==> src/rtl/fsp_pkg.sv <==
package fsp_pkg;
    // Default widths shared by all modules of the monitor
    localparam int unsigned FSP_SAMPLE_W = 16;
    localparam int unsigned FSP_COUNT_W  = 8;

    // Index of each channel inside the packed sample pair
    typedef enum logic {
        CH_I = 1'b0,
        CH_Q = 1'b1
    } fsp_chan_e;
endpackage

==> src/rtl/fsp_magnitude.sv <==
module fsp_magnitude #(
    parameter int unsigned SAMPLE_W = fsp_pkg::FSP_SAMPLE_W
) (
    input  logic [SAMPLE_W-1:0] smp_i,
    input  logic [SAMPLE_W-1:0] smp_q,
    output logic [SAMPLE_W-2:0] mag
);
    localparam int unsigned MAG_W = SAMPLE_W - 1;
    localparam logic [MAG_W-1:0] MAG_ONE = {{(MAG_W-1){1'b0}}, 1'b1};

    logic [1:0][SAMPLE_W-1:0] chan_in;
    assign chan_in[fsp_pkg::CH_I] = smp_i;
    assign chan_in[fsp_pkg::CH_Q] = smp_q;

    // One magnitude unit per channel
    for (genvar c = 0; c < 2; c++) begin : g_ch
        logic [MAG_W-1:0] low_bits;
        logic [MAG_W-1:0] m;
        assign low_bits = chan_in[c][MAG_W-1:0];
        always_comb begin
            if (!chan_in[c][SAMPLE_W-1]) begin
                m = low_bits;
            end else if (low_bits == '0) begin
                m = '1;                       // most negative code clamps
            end else begin
                m = ~low_bits + MAG_ONE;
            end
        end
    end

    assign mag = (g_ch[1].m > g_ch[0].m) ? g_ch[1].m : g_ch[0].m;

    always_comb begin
        AST_MAG_DOMINATES: assert (mag >= g_ch[0].m && mag >= g_ch[1].m);
    end
endmodule

==> src/rtl/fsp_delay.sv <==
module fsp_delay #(
    parameter int unsigned SAMPLE_W = fsp_pkg::FSP_SAMPLE_W
) (
    input  logic                clk,
    input  logic                rst_n,
    input  logic                valid_in,
    input  logic [SAMPLE_W-1:0] d_i,
    input  logic [SAMPLE_W-1:0] d_q,
    output logic                valid_out,
    output logic [SAMPLE_W-1:0] q_i,
    output logic [SAMPLE_W-1:0] q_q
);
    always_ff @(posedge clk or negedge rst_n) begin
        if (!rst_n) begin
            valid_out <= 1'b0;
            q_i       <= '0;
            q_q       <= '0;
        end else begin
            valid_out <= valid_in;
            q_i       <= d_i;
            q_q       <= d_q;
        end
    end

    AST_VALID_LATENCY: assert property (@(posedge clk) disable iff (!rst_n)
        1'b1 |=> (valid_out == $past(valid_in)));
endmodule

==> src/rtl/fsp_accum.sv <==
module fsp_accum #(
    parameter int unsigned PEAK_W  = fsp_pkg::FSP_SAMPLE_W - 1,
    parameter int unsigned COUNT_W = fsp_pkg::FSP_COUNT_W
) (
    input  logic               clk,
    input  logic               rst_n,
    input  logic               valid_in,
    input  logic               ovf_any,
    input  logic [PEAK_W-1:0]  mag,
    input  logic               frame_boundary,
    output logic [COUNT_W-1:0] snap_cnt,
    output logic [PEAK_W-1:0]  snap_peak,
    output logic               snap_valid
);
    localparam logic [COUNT_W-1:0] CNT_MAX = '1;
    localparam logic [COUNT_W-1:0] CNT_ONE = {{(COUNT_W-1){1'b0}}, 1'b1};

    logic [COUNT_W-1:0] acc_cnt;
    logic [PEAK_W-1:0]  acc_peak;
    logic               bump_cnt;
    logic               bump_peak;
    logic [COUNT_W-1:0] cnt_next;
    logic [PEAK_W-1:0]  peak_next;

    // Decisions from current inputs and the registered accumulators
    assign bump_cnt  = valid_in && ovf_any && (acc_cnt != CNT_MAX);
    assign bump_peak = valid_in && (mag > acc_peak);
    assign cnt_next  = bump_cnt ? (acc_cnt + CNT_ONE) : acc_cnt;
    assign peak_next = bump_peak ? mag : acc_peak;

    // Accumulator process
    always_ff @(posedge clk or negedge rst_n) begin
        if (!rst_n) begin
            acc_cnt  <= '0;
            acc_peak <= '0;
        end else if (frame_boundary) begin
            acc_cnt  <= '0;
            acc_peak <= '0;
        end else begin
            acc_cnt  <= cnt_next;
            acc_peak <= peak_next;
        end
    end

    // Snapshot process; includes a sample coincident with the strobe
    always_ff @(posedge clk or negedge rst_n) begin
        if (!rst_n) begin
            snap_cnt   <= '0;
            snap_peak  <= '0;
            snap_valid <= 1'b0;
        end else begin
            snap_valid <= frame_boundary;
            if (frame_boundary) begin
                snap_cnt  <= cnt_next;
                snap_peak <= peak_next;
            end
        end
    end

    AST_PEAK_MONOTONIC: assert property (@(posedge clk) disable iff (!rst_n)
        !frame_boundary |=> (acc_peak >= $past(acc_peak)));
    AST_COUNT_STEP: assert property (@(posedge clk) disable iff (!rst_n)
        !frame_boundary |=> (acc_cnt == $past(acc_cnt) || acc_cnt == $past(acc_cnt) + CNT_ONE));
    AST_COUNT_HOLDS_MAX: assert property (@(posedge clk) disable iff (!rst_n)
        (acc_cnt == CNT_MAX && !frame_boundary) |=> (acc_cnt == CNT_MAX));
    AST_PULSE_AFTER_STROBE: assert property (@(posedge clk) disable iff (!rst_n)
        frame_boundary |=> snap_valid);
    AST_NO_STRAY_PULSE: assert property (@(posedge clk) disable iff (!rst_n)
        !frame_boundary |=> !snap_valid);
    AST_RESTART_ZERO: assert property (@(posedge clk) disable iff (!rst_n)
        frame_boundary |=> (acc_cnt == '0 && acc_peak == '0));
    AST_SNAPSHOT_HELD: assert property (@(posedge clk) disable iff (!rst_n)
        !frame_boundary |=> ($stable(snap_cnt) && $stable(snap_peak)));
endmodule

==> src/rtl/frame_sat_peak_mon.sv <==
module frame_sat_peak_mon #(
    parameter int unsigned SAMPLE_W = fsp_pkg::FSP_SAMPLE_W,
    parameter int unsigned COUNT_W  = fsp_pkg::FSP_COUNT_W
) (
    input  logic                clk,
    input  logic                rst_n,
    input  logic                valid_in,
    input  logic [SAMPLE_W-1:0] sample_i,
    input  logic [SAMPLE_W-1:0] sample_q,
    input  logic                ovf_i,
    input  logic                ovf_q,
    input  logic                frame_boundary,
    output logic                valid_out,
    output logic [SAMPLE_W-1:0] sample_i_out,
    output logic [SAMPLE_W-1:0] sample_q_out,
    output logic [COUNT_W-1:0]  snap_sat_count,
    output logic [SAMPLE_W-2:0] snap_peak,
    output logic                snap_valid
);
    localparam int unsigned PEAK_W = SAMPLE_W - 1;

    logic [PEAK_W-1:0] sample_mag;

    fsp_magnitude #(.SAMPLE_W(SAMPLE_W)) u_mag (
        .smp_i (sample_i),
        .smp_q (sample_q),
        .mag   (sample_mag)
    );

    fsp_accum #(.PEAK_W(PEAK_W), .COUNT_W(COUNT_W)) u_acc (
        .clk            (clk),
        .rst_n          (rst_n),
        .valid_in       (valid_in),
        .ovf_any        (ovf_i | ovf_q),
        .mag            (sample_mag),
        .frame_boundary (frame_boundary),
        .snap_cnt       (snap_sat_count),
        .snap_peak      (snap_peak),
        .snap_valid     (snap_valid)
    );

    fsp_delay #(.SAMPLE_W(SAMPLE_W)) u_dly (
        .clk       (clk),
        .rst_n     (rst_n),
        .valid_in  (valid_in),
        .d_i       (sample_i),
        .d_q       (sample_q),
        .valid_out (valid_out),
        .q_i       (sample_i_out),
        .q_q       (sample_q_out)
    );
endmodule

==> config.mk <==
export PLATFORM = sky130hd
export DESIGN_NAME = frame_sat_peak_mon
export DESIGN_NICKNAME = d
export VERILOG_FILES = /design/src/rtl/fsp_pkg.sv /design/src/rtl/fsp_magnitude.sv /design/src/rtl/fsp_delay.sv /design/src/rtl/fsp_accum.sv /design/src/rtl/frame_sat_peak_mon.sv
export SDC_FILE = /design/constraint.sdc
export NUM_CORES = 1
export LEC_CHECK = 0
export BUFFER_PORTS_ARGS = -buffer_cell sky130_fd_sc_hd__buf_4
export CORE_ASPECT_RATIO = 1.75
export CORE_MARGIN = 2
export CORE_UTILIZATION = 50
export DETAILED_ROUTE_END_ITERATION = 8
export PLACE_DENSITY_LB_ADDON = 0.12
export SLEW_MARGIN = 5
export SYNTH_ARGS = -nofsm -noshare
export SYNTH_HDL_FRONTEND = slang
export SYNTH_SLANG_ARGS = --single-unit
==> constraint.sdc <==
create_clock -name clk -period 2.6 [get_ports clk]
set_clock_uncertainty 0.15 [all_clocks]
set_input_delay 0.26 -clock clk [delete_from_list [all_inputs] [get_ports clk]]
set_output_delay 0.26 -clock clk [all_outputs]
set_load 0.05 [all_outputs]
==> results.md, run 1 <==
STA:
- For the pin with the worst max-slew slack, the measured transition is 0.719 ns.
- The total count of hold-check failures in the final report came to 0.
- The highest achievable clock rate is 188 MHz.
- The post-route fraction of the period consumed by the critical path is 2.05.
- In this run the tightest slew margin relative to its limit is 0.521.
- The max-slew violation count is 0.
- In the post-route analysis, the smallest setup slack over all paths is -2.73 ns.
- The minimum period implied by the final worst setup slack is 5.33 ns.
- The final count of negative-setup-slack endpoints is 30.
- Setup repair after global routing could not meet its margin everywhere.
- The worst-case hold slack is 0.00104 ns.

Power:
- The analysis attributes to cell leakage a power of 0.00379 uW.
- Dividing total power by cell area gives a power density of 695 nW/um^2.
- The highest ir drop seen on vdd is 583 uV.

Cells and area:
- In the final design database the tool counted 832 nets.
- The library cell used most frequently in the layout, excluding fill and tap cells, is buf_4.
- Measured on the finished design, the core utilization comes to 0.886.
- The count of fill cells added during filler insertion is 404.
- The library cells used most frequently in the layout, excluding fill and tap cells, are buf_4 (241), dfrtp_1 (80), nor2_1 (41).
- Compared with the post-synthesis result, the final layout area differs by 73.2%.
- The number of inserted diodes is 0.
- Of the cells placed in the final design, the portion with a size suffix greater than 1 is 0.508.

Placement:
- The post-placement worst setup slack is -2.84 ns.
- The placer congestion estimate is 0.964.
- Detailed placement ended at an HPWL of 11.4 mm.
- Input and output buffers added on the ports amount to 94.

Floorplanning:
- The die covers 10000 um^2.
- For this design the top-level I/O count stands at 95.
- The floorplan has 46 rows.
- The die is 131 um tall.
- The die width is 76.5 um.
- For this configuration, the core starts out at a cell density of 0.512.
- The core box area is 8980 um^2.

Yosys:
- The synthesized-area fraction occupied by ao, oa, aoi and oai cells is 0.202.
- In this run, synthesis produced a sequential element count of 80.
- The combinational family with the most area after synthesis is compound AO/OA/AOI/OAI gates.
- Of the total synthesized cell area, the portion taken by full adders, half adders and majority gates is 0.0898.
- The number of warnings printed during yosys synthesis is 0.
- The multiplexer fraction of the synthesized cell area is 0.0133.
- After technology mapping, the gate count stands at 486.
- The synthesized area is 4600 um^2.
- Of the total synthesized cell area, the portion taken by XOR and XNOR cells is 0.0496.
- When the netlist entered floorplanning its net count stood at 557.
- The fraction of synthesis flops using an asynchronous set or reset pin is 1.00.
- The synthesized design contains 0 enable-type register cells.
- The post-synthesis share of cell area spent on and, or, nand and nor gates is 0.160.
- The most used flip-flop cell after synthesis is dfrtp_1.
- The average size of a mapped cell is 9.46 um^2.
- The sequential-to-total area share from yosys stat is 0.436.
- After synthesis, the netlist uses 57 different library cells.

Drt:
- After detailed routing, the total wire length is 21.6 mm.
- The first TritonRoute pass finished after 5 iterations.
- The detailed router finished its first iteration with 529 violations.
- The total routed wire length on the met1 layer is 6.96 mm.
- The average wire length per cell after detail routing is 24.4 um.
- For this run, design rule violations remaining after detail routing come to 0.
- The routed layout has 5599 vias.
- The number of nets with antenna violations after detailed routing is 0.
- In this run the top signal layer used is met4.
- After detailed routing, the met2 layer carries 10.7 mm of wire.
- Dividing the detail-routed via count by the number of cells gives 6.32.
- The met3 wire length is 1.86 mm.

Worst setup path:
- STA classifies the critical path endpoint as a register.
- STA classifies the critical path startpoint as a primary input.
- The largest fanout on the critical path is 5.
- The critical path is of the in -> reg type.
- For the worst setup path, the data required time is 2.70 ns.
- For the worst setup path, the data arrival time is 5.43 ns.

GRT:
- Global routing finished with a remaining overflow of 0.
- Entering global routing, the biggest net connects 74 pins.
- The number of global-route vias before repair is 5459.
- The first global-routing pass estimated 27.7 mm of wire.
- The number of antenna violations at the first check in global routing is 0.
- Across every metal layer, demand over resource in global routing totals 0.360.

Clocking:
- The cell at the root of the clock tree is clkbuf_16.
- Clock latency on the worst-skew pair, taken at its later pin, is 0.35 ns.
- The clock passes through at most 2 buffers.
- The maximum level of the CTS H-tree is 3.
- The CTS buffer count is 9.
- The clock slew at the register clock pins of the worst setup and hold paths is 0.06 ns.
- The clock drives 80 sinks.
- The TritonCTS clock tree is yes.

Hold path:
- The class of the tightest hold or removal check is in -> reg.

Flow run:
- The number of violations of the max-capacitance limit is 0.

Run status:
- The flow ran to the end, but the final reports show violations.
- The checks that failed: negative setup slack.
[worst max-delay path: stages]
cell and delay (ns):
buf_4 0.12, or4_4 0.58, or3_4 0.45, a221oi_4 0.43, a31oi_2 0.10, ha_1 0.24
a21oi_1 0.57, o221ai_4 0.25, o21ai_4 0.25, buf_12 0.16, mux2i_4 0.24, inv_1 0.10
ha_4 0.28, nand4_1 0.17, o41ai_4 0.47, a31oi_4 0.09, buf_6 0.16, buf_6 0.12
and2_4 0.13, a221oi_2 0.25
[metal layers]
layer	track usage	up-vias
met5	0	-
met4	0.276	0
met3	0.0659	175
met2	0.658	420
met1	0.361	2685
li1	-	2319
[cells by family (layout without fill, tap and decap cells)]
family | count (synthesis) | count (layout)
compound gates | 135 | 135
flops | 80 | 80
simple gates | 146 | 146
buf+inv | 60 | 340
mux | 6 | 6
fa+ha+maj | 33 | 33
xor+xnor | 26 | 26
[synthesized netlist by cell type (all sizes together) (5+ instances only)]
cell	instances	area [um^2]
o22ai	6	37.5
nand2	40	150
clkbuf	17	63.8
a31oi	14	87.6
xnor2	12	105
dfrtp	80	2000
o21ai	13	68.8
a211o	5	43.8
inv	39	146
nor3	6	46.3
nand4	10	62.6
or4	6	48.8
a211oi	7	67.6
mux2i	5	50.1
o41ai	6	52.6
xor2	14	123
a21oi	47	235
o221ai	9	78.8
nor2	51	208
ha	33	413
nand3	12	60.1
[where the power goes]
group | leakage, uW | switching (uW) | internal, uW
Sequential | 0.000990 | 117 | 1410
Clock | 0.000142 | 588 | 659
Combinational | 0.00266 | 1600 | 1160
[repair_timing]
item | in CTS | in global routing
gates cloned | 1 | 0
gates resized for setup | 72 | 57
setup endpoints to repair | 30 | 30
hold endpoints to repair | 54 | 0
hold buffers | 23 | 0
pin swaps | 35 | 44
buffers inserted | 24 | 15
[final timing paths]
kind	startpoint	to	slack [ns]	depth (start not counted)
worst max-delay path	sample_q[2]	u_acc.snap_peak[13]	-2.73	20
worst min-delay path	sample_q[8]	u_dly.q_q[8]	0.001	2
worst max register to register	u_acc.acc_peak[8]	u_acc.snap_peak[13]	0.13	9
worst min register to register	u_acc.snap_cnt[0]	u_acc.snap_cnt[0]	0.38	2
max in group asynchronous	rst_n	u_acc.snap_peak[2]	1.39	3
min in group asynchronous	rst_n	u_dly.q_i[2]	0.29	2
[through the flow]
| stage | instances | TNS (ns) | cell area [um^2] | power [uW] |
|---|---|---|---|---|
| 3_5_place_dp | 811 | -82.72 | 6550 | 3600 |
| 5_1_grt | 886 | -80.54 | 7960 | 5720 |
| 2_1_floorplan | 486 | -64.78 | 4830 | 2810 |
| 6_report | 886 | -78.90 | 7960 | 5530 |
| 4_1_cts | 874 | -62.63 | 7610 | 5150 |
| 3_3_place_gp | 811 | -80.29 | 6550 | 3550 |
[state kept, by name (all words and copies together), names as in the netlist]
register,flops
u_acc.snap_valid,1
u_dly.q_i,16
u_dly.valid_out,1
u_acc.acc_peak,15
u_dly.q_q,16
u_acc.snap_cnt,8
u_acc.snap_peak,15
u_acc.acc_cnt,8
[area by class of cell]
type                       instances  area [um^2]  area share
multi-input combinational        346         3050       0.383
timing repair buffer             285         2310       0.290
sequential                        80         2000       0.252
clock buffer                       9          225      0.0283
inverter                          39          169      0.0212
tap                              120          150      0.0189
clock inverter                     7         52.6     0.00660
Note: power is estimated with default switching activity, not from simulation.
==> inputs of run 2 (changes only) <==
- CORE_ASPECT_RATIO: 1.75 -> unset
- SYNTH_HIERARCHICAL: unset -> 1
==> run 2 against run 1 <==
Against the previous run:
- the flow still finishes with violations (negative setup slack)
- via count shrank 14%
- sequential share of layout area increased by 0.74 points
- critical path type unchanged
- clock-buffer cell count unchanged
- hold slack better by 0.13 ns
==> results.md, run 2 <==
Yosys:
- The unique cell type count in the Yosys netlist is 63.
- Yosys attributes the largest share of cell area to dfrtp_1 (40%), ha_1 (7.8%), nor2_1 (4.7%), a21oi_1 (3.5%), mux2i_1 (3.2%).
- The commonest cells after synthesis are dfrtp_1 (80), nor2_1 (63), inv_1 (38).
- In this run, synthesis produced a sequential element count of 80.
- The post-synthesis net count is 566.
- Of the post-synthesis cell area, the dominant cell type holds 0.401.
- In this run, synthesis inferred 0 flip-flops with an integrated enable.
- The most common cell in the synthesized netlist is dfrtp_1.
- The most used flip-flop cell after synthesis is dfrtp_1.
- For this run, asynchronously set or reset flops after synthesis account for 1.00.
- In the synthesized netlist, the number of instances is 497.
- The sequential-to-total area share from yosys stat is 0.401.
- The average size of a mapped cell is 10.1 um^2.
- The synthesized area is 5000 um^2.
- The cell accounting for the most synthesized area is dfrtp_1.
- The number of warnings printed during yosys synthesis is 6.

Cells and area:
- The largest registers in the layout are u_dly/q_i x16, u_dly/q_q x16.
- After the last flow step, the layout net total stands at 810.
- The top cell types in the final layout, fill and taps aside, are buf_4 (205), dfrtp_1 (80), nor2_1 (60).
- The library cell used most frequently in the layout, excluding fill and tap cells, is buf_4.
- Summing all non-filler instances in the final layout gives an area of 7730 um^2.
- The growth of design area from synthesis to finish is 54.6%.
- 0 antenna diodes ended up in the layout.
- The share of post-route cells with drive strength above 1 is 0.465.

Placement:
- In this run the cell area measured after placement is 6680 um^2.
- The placer congestion estimate is 0.862.
- The detailed placer's ending HPWL is 9.70 mm.
- Timing analysis after detailed placement gives a worst setup slack of -3.47 ns.
- The count of buffers added on input and output ports is 94.

Clocking:
- After clock tree synthesis, the clock-pin slew on the worst setup and hold paths is 0.10 ns.
- Counting every sink on the clock net gives 80.
- The tree is rooted in a clkbuf_8.
- The maximum level of the CTS H-tree is 3.
- TritonCTS built the clock tree.
- The CTS buffer count is 9.
- The later pin in the worst-skew pair is clocked with a latency of 0.37 ns.
- The longest clock path from root to sink contains 2 buffers.

GRT:
- The leftover overflow at the end of global routing is 0.
- The number of global-route vias before repair is 4855.
- The global-route usage over all layers is 0.268.
- The wire length of the first global-routing pass is 23.5 mm.
- The pin count of the biggest net entering global routing is 81.
- The number of antenna violations at the first check in global routing is 0.

Worst setup path:
- The type of the worst setup path is in -> reg.
- At the worst endpoint, the arrival time is 5.53 ns.
- The end of the worst register-to-register path is u_acc/snap_peak[13].
- The worst reg-to-reg setup slack is 0.26 ns.
- The count of cells along the worst register-to-register path is 8.
- In this run the worst path has a maximum fanout of 8.
- The largest single stage delay on the critical path is 0.47 ns.
- For this design, the slowest cell found on the critical path is or4b_4.
- The family with the most delay on the worst path is compound AO/OA/AOI/OAI gates.
- The required time reported for the critical path endpoint is 2.74 ns.
- The worst setup path is captured at a register.
- The reg-to-reg critical path startpoint is u_acc/acc_peak[2].
- The buffering stage count on the worst path with inverters included is 7.
- The type of element launching the critical path is a primary input.

Drt:
- The average wire length per cell after detail routing is 16.8 um.
- The routed via count is 4837.
- For this run, the detailed router's first-pass iteration total came to 7.
- The number of nets with antenna violations after detailed routing is 0.
- The vias per cell is 5.50.
- The wire length after detailed routing is 14.8 mm.
- The number of design rule violations left after detail routing is 0.
- The iteration-0 DRC count of the detailed router is 247.

Power:
- The highest ir drop seen on vdd is 401 uV.
- The reported leakage power is 0.00346 uW.
- Summed over all nets, the switching power comes to 1940 uW.
- The power share of the clock group is 0.221.
- The power density over cell area is 631 nW/um^2.
- The share of total power in sequential cells is 0.303.
- The combinational fraction of design power is 0.476.
- Of the total power, the share spent switching nets is 0.398.
- Cell internal power was estimated by the tool at 2940 uW.

Floorplanning:
- In this run the core area contains 36 standard-cell rows.
- The number of top-level design ports is 95.
- From bottom edge to top edge, the die measures 104 um.
- The die width is 104 um.
- The floorplan step defined a core boundary enclosing 9730 um^2.
- The overall die area is 10800 um^2.
- The initial cell density of the core is 0.514.

STA:
- Of the available clock period, the critical path in the final layout requires 2.07.
- The minimum period implied by the final worst setup slack is 5.39 ns.
- Across all hold checks on the routed design, the worst slack comes to 0.134 ns.
- The worst pin sits at a relative slew slack of 0.325.
- The total count of hold-check failures in the final report is 0.
- The highest achievable clock rate is 186 MHz.
- The final worst slack is -2.79 ns.
- The actual transition at the worst max-transition pin is 1.01 ns.
- The max-slew violation count is 0.
- The final count of negative-setup-slack endpoints is 30.
- Setup repair after global routing could not meet its margin everywhere.

Run status:
- The checks that failed: negative setup slack.
- The flow ran to the end, but the final reports show violations.

Flow run:
- Across the run, the number of max-cap violations was 0.

Hold path:
- The class of the tightest hold or removal check is in -> reg.
- The critical hold path startpoint is sample_i[15].
- The cell count of the worst hold path is 3.
- For hold timing, the worst endpoint is u_dly/q_i[15].
run 2: cell count changes in the layout (fill, tap and decap cells not counted), moves of 10 or more:
cell           before  now
a21oi_1            36   24
a22oi_2             0   15
nor2_1             41   60
buf_4             241  205
o21ai_0             1   14
dlygate4sd3_1      23   33
run 2: logic make-up (layout without fill, tap and decap cells):
kind of cell | count (synthesis) | in the layout | share of synthesized area
compound gates | 155 | 155 | 0.250
xor+xnor | 17 | 17 | 0.0298
fa+ha+maj | 32 | 32 | 0.0798
buf+inv | 59 | 308 | 0.0658
flops | 80 | 80 | 0.401
mux | 18 | 18 | 0.0365
simple gates | 136 | 136 | 0.138
run 2: worst max path at each step:
| stage | from | cells after the start | endpoint |
|---|---|---|---|
| global route | sample_q[0] | 25 | u_acc/snap_peak[3] |
| floorplan | sample_q[1] | 25 | u_acc/snap_peak[10] |
| CTS | sample_q[0] | 25 | u_acc/snap_peak[12] |
| detailed placement | sample_q[1] | 25 | u_acc/snap_peak[3] |
| global placement | sample_q[1] | 25 | u_acc/snap_peak[1] |
| finish | sample_q[1] | 25 | u_acc/snap_peak[3] |
run 2: per-stage QoR:
step | TNS, ns | total power, uW | util | cells
6_report | -82.06 | 4880 | 0.794 | 879
2_1_floorplan | -83.29 | 2720 | - | 497
5_1_grt | -85.53 | 5130 | 0.794 | 879
3_5_place_dp | -101.58 | 3440 | 0.687 | 821
3_3_place_gp | -97.27 | 3390 | 0.687 | 821
4_1_cts | -74.19 | 4730 | 0.779 | 879
run 2: cell type report:
class	instances	area, um^2
clock buffer	9	124
tap	133	166
inverter	38	158
multi-input combinational	358	3070
clock inverter	7	108
timing repair buffer	254	2100
sequential	80	2000
fill	647	2000
run 2: worst min-delay path: stages:
cell and delay [ns]:
buf_4 0.09, buf_4 0.10, buf_4 0.16
run 2: power groups by stage:
stage / logic, uW / registers [uW] / clock network, uW
after floorplan: 898 / 1830 / 0
after CTS: 2160 / 1480 / 1100
final: 2320 / 1480 / 1080
after detailed placement: 1940 / 1500 / 0
after global placement: 1900 / 1490 / 0
after global routing: 2470 / 1500 / 1160
run 2: what timing repair did:
action,4_1_cts,5_1_grt
setup buffers,8,1
endpoints found under the hold margin,112,0
pin swaps,41,32
setup endpoints to repair,30,30
hold buffers,33,0
resized for setup,49,27
cloned,1,0
run 2: layer usage:
metal | vias to the layer above | GRT usage | wire length, um
met2 | 144 | 0.471 | 7580
met3 | 26 | 0.0407 | 735
li1 | 2310 | - | -
met1 | 2357 | 0.329 | 6140
met4 | 0 | 0.108 | 289
met5 | - | 0 | 0
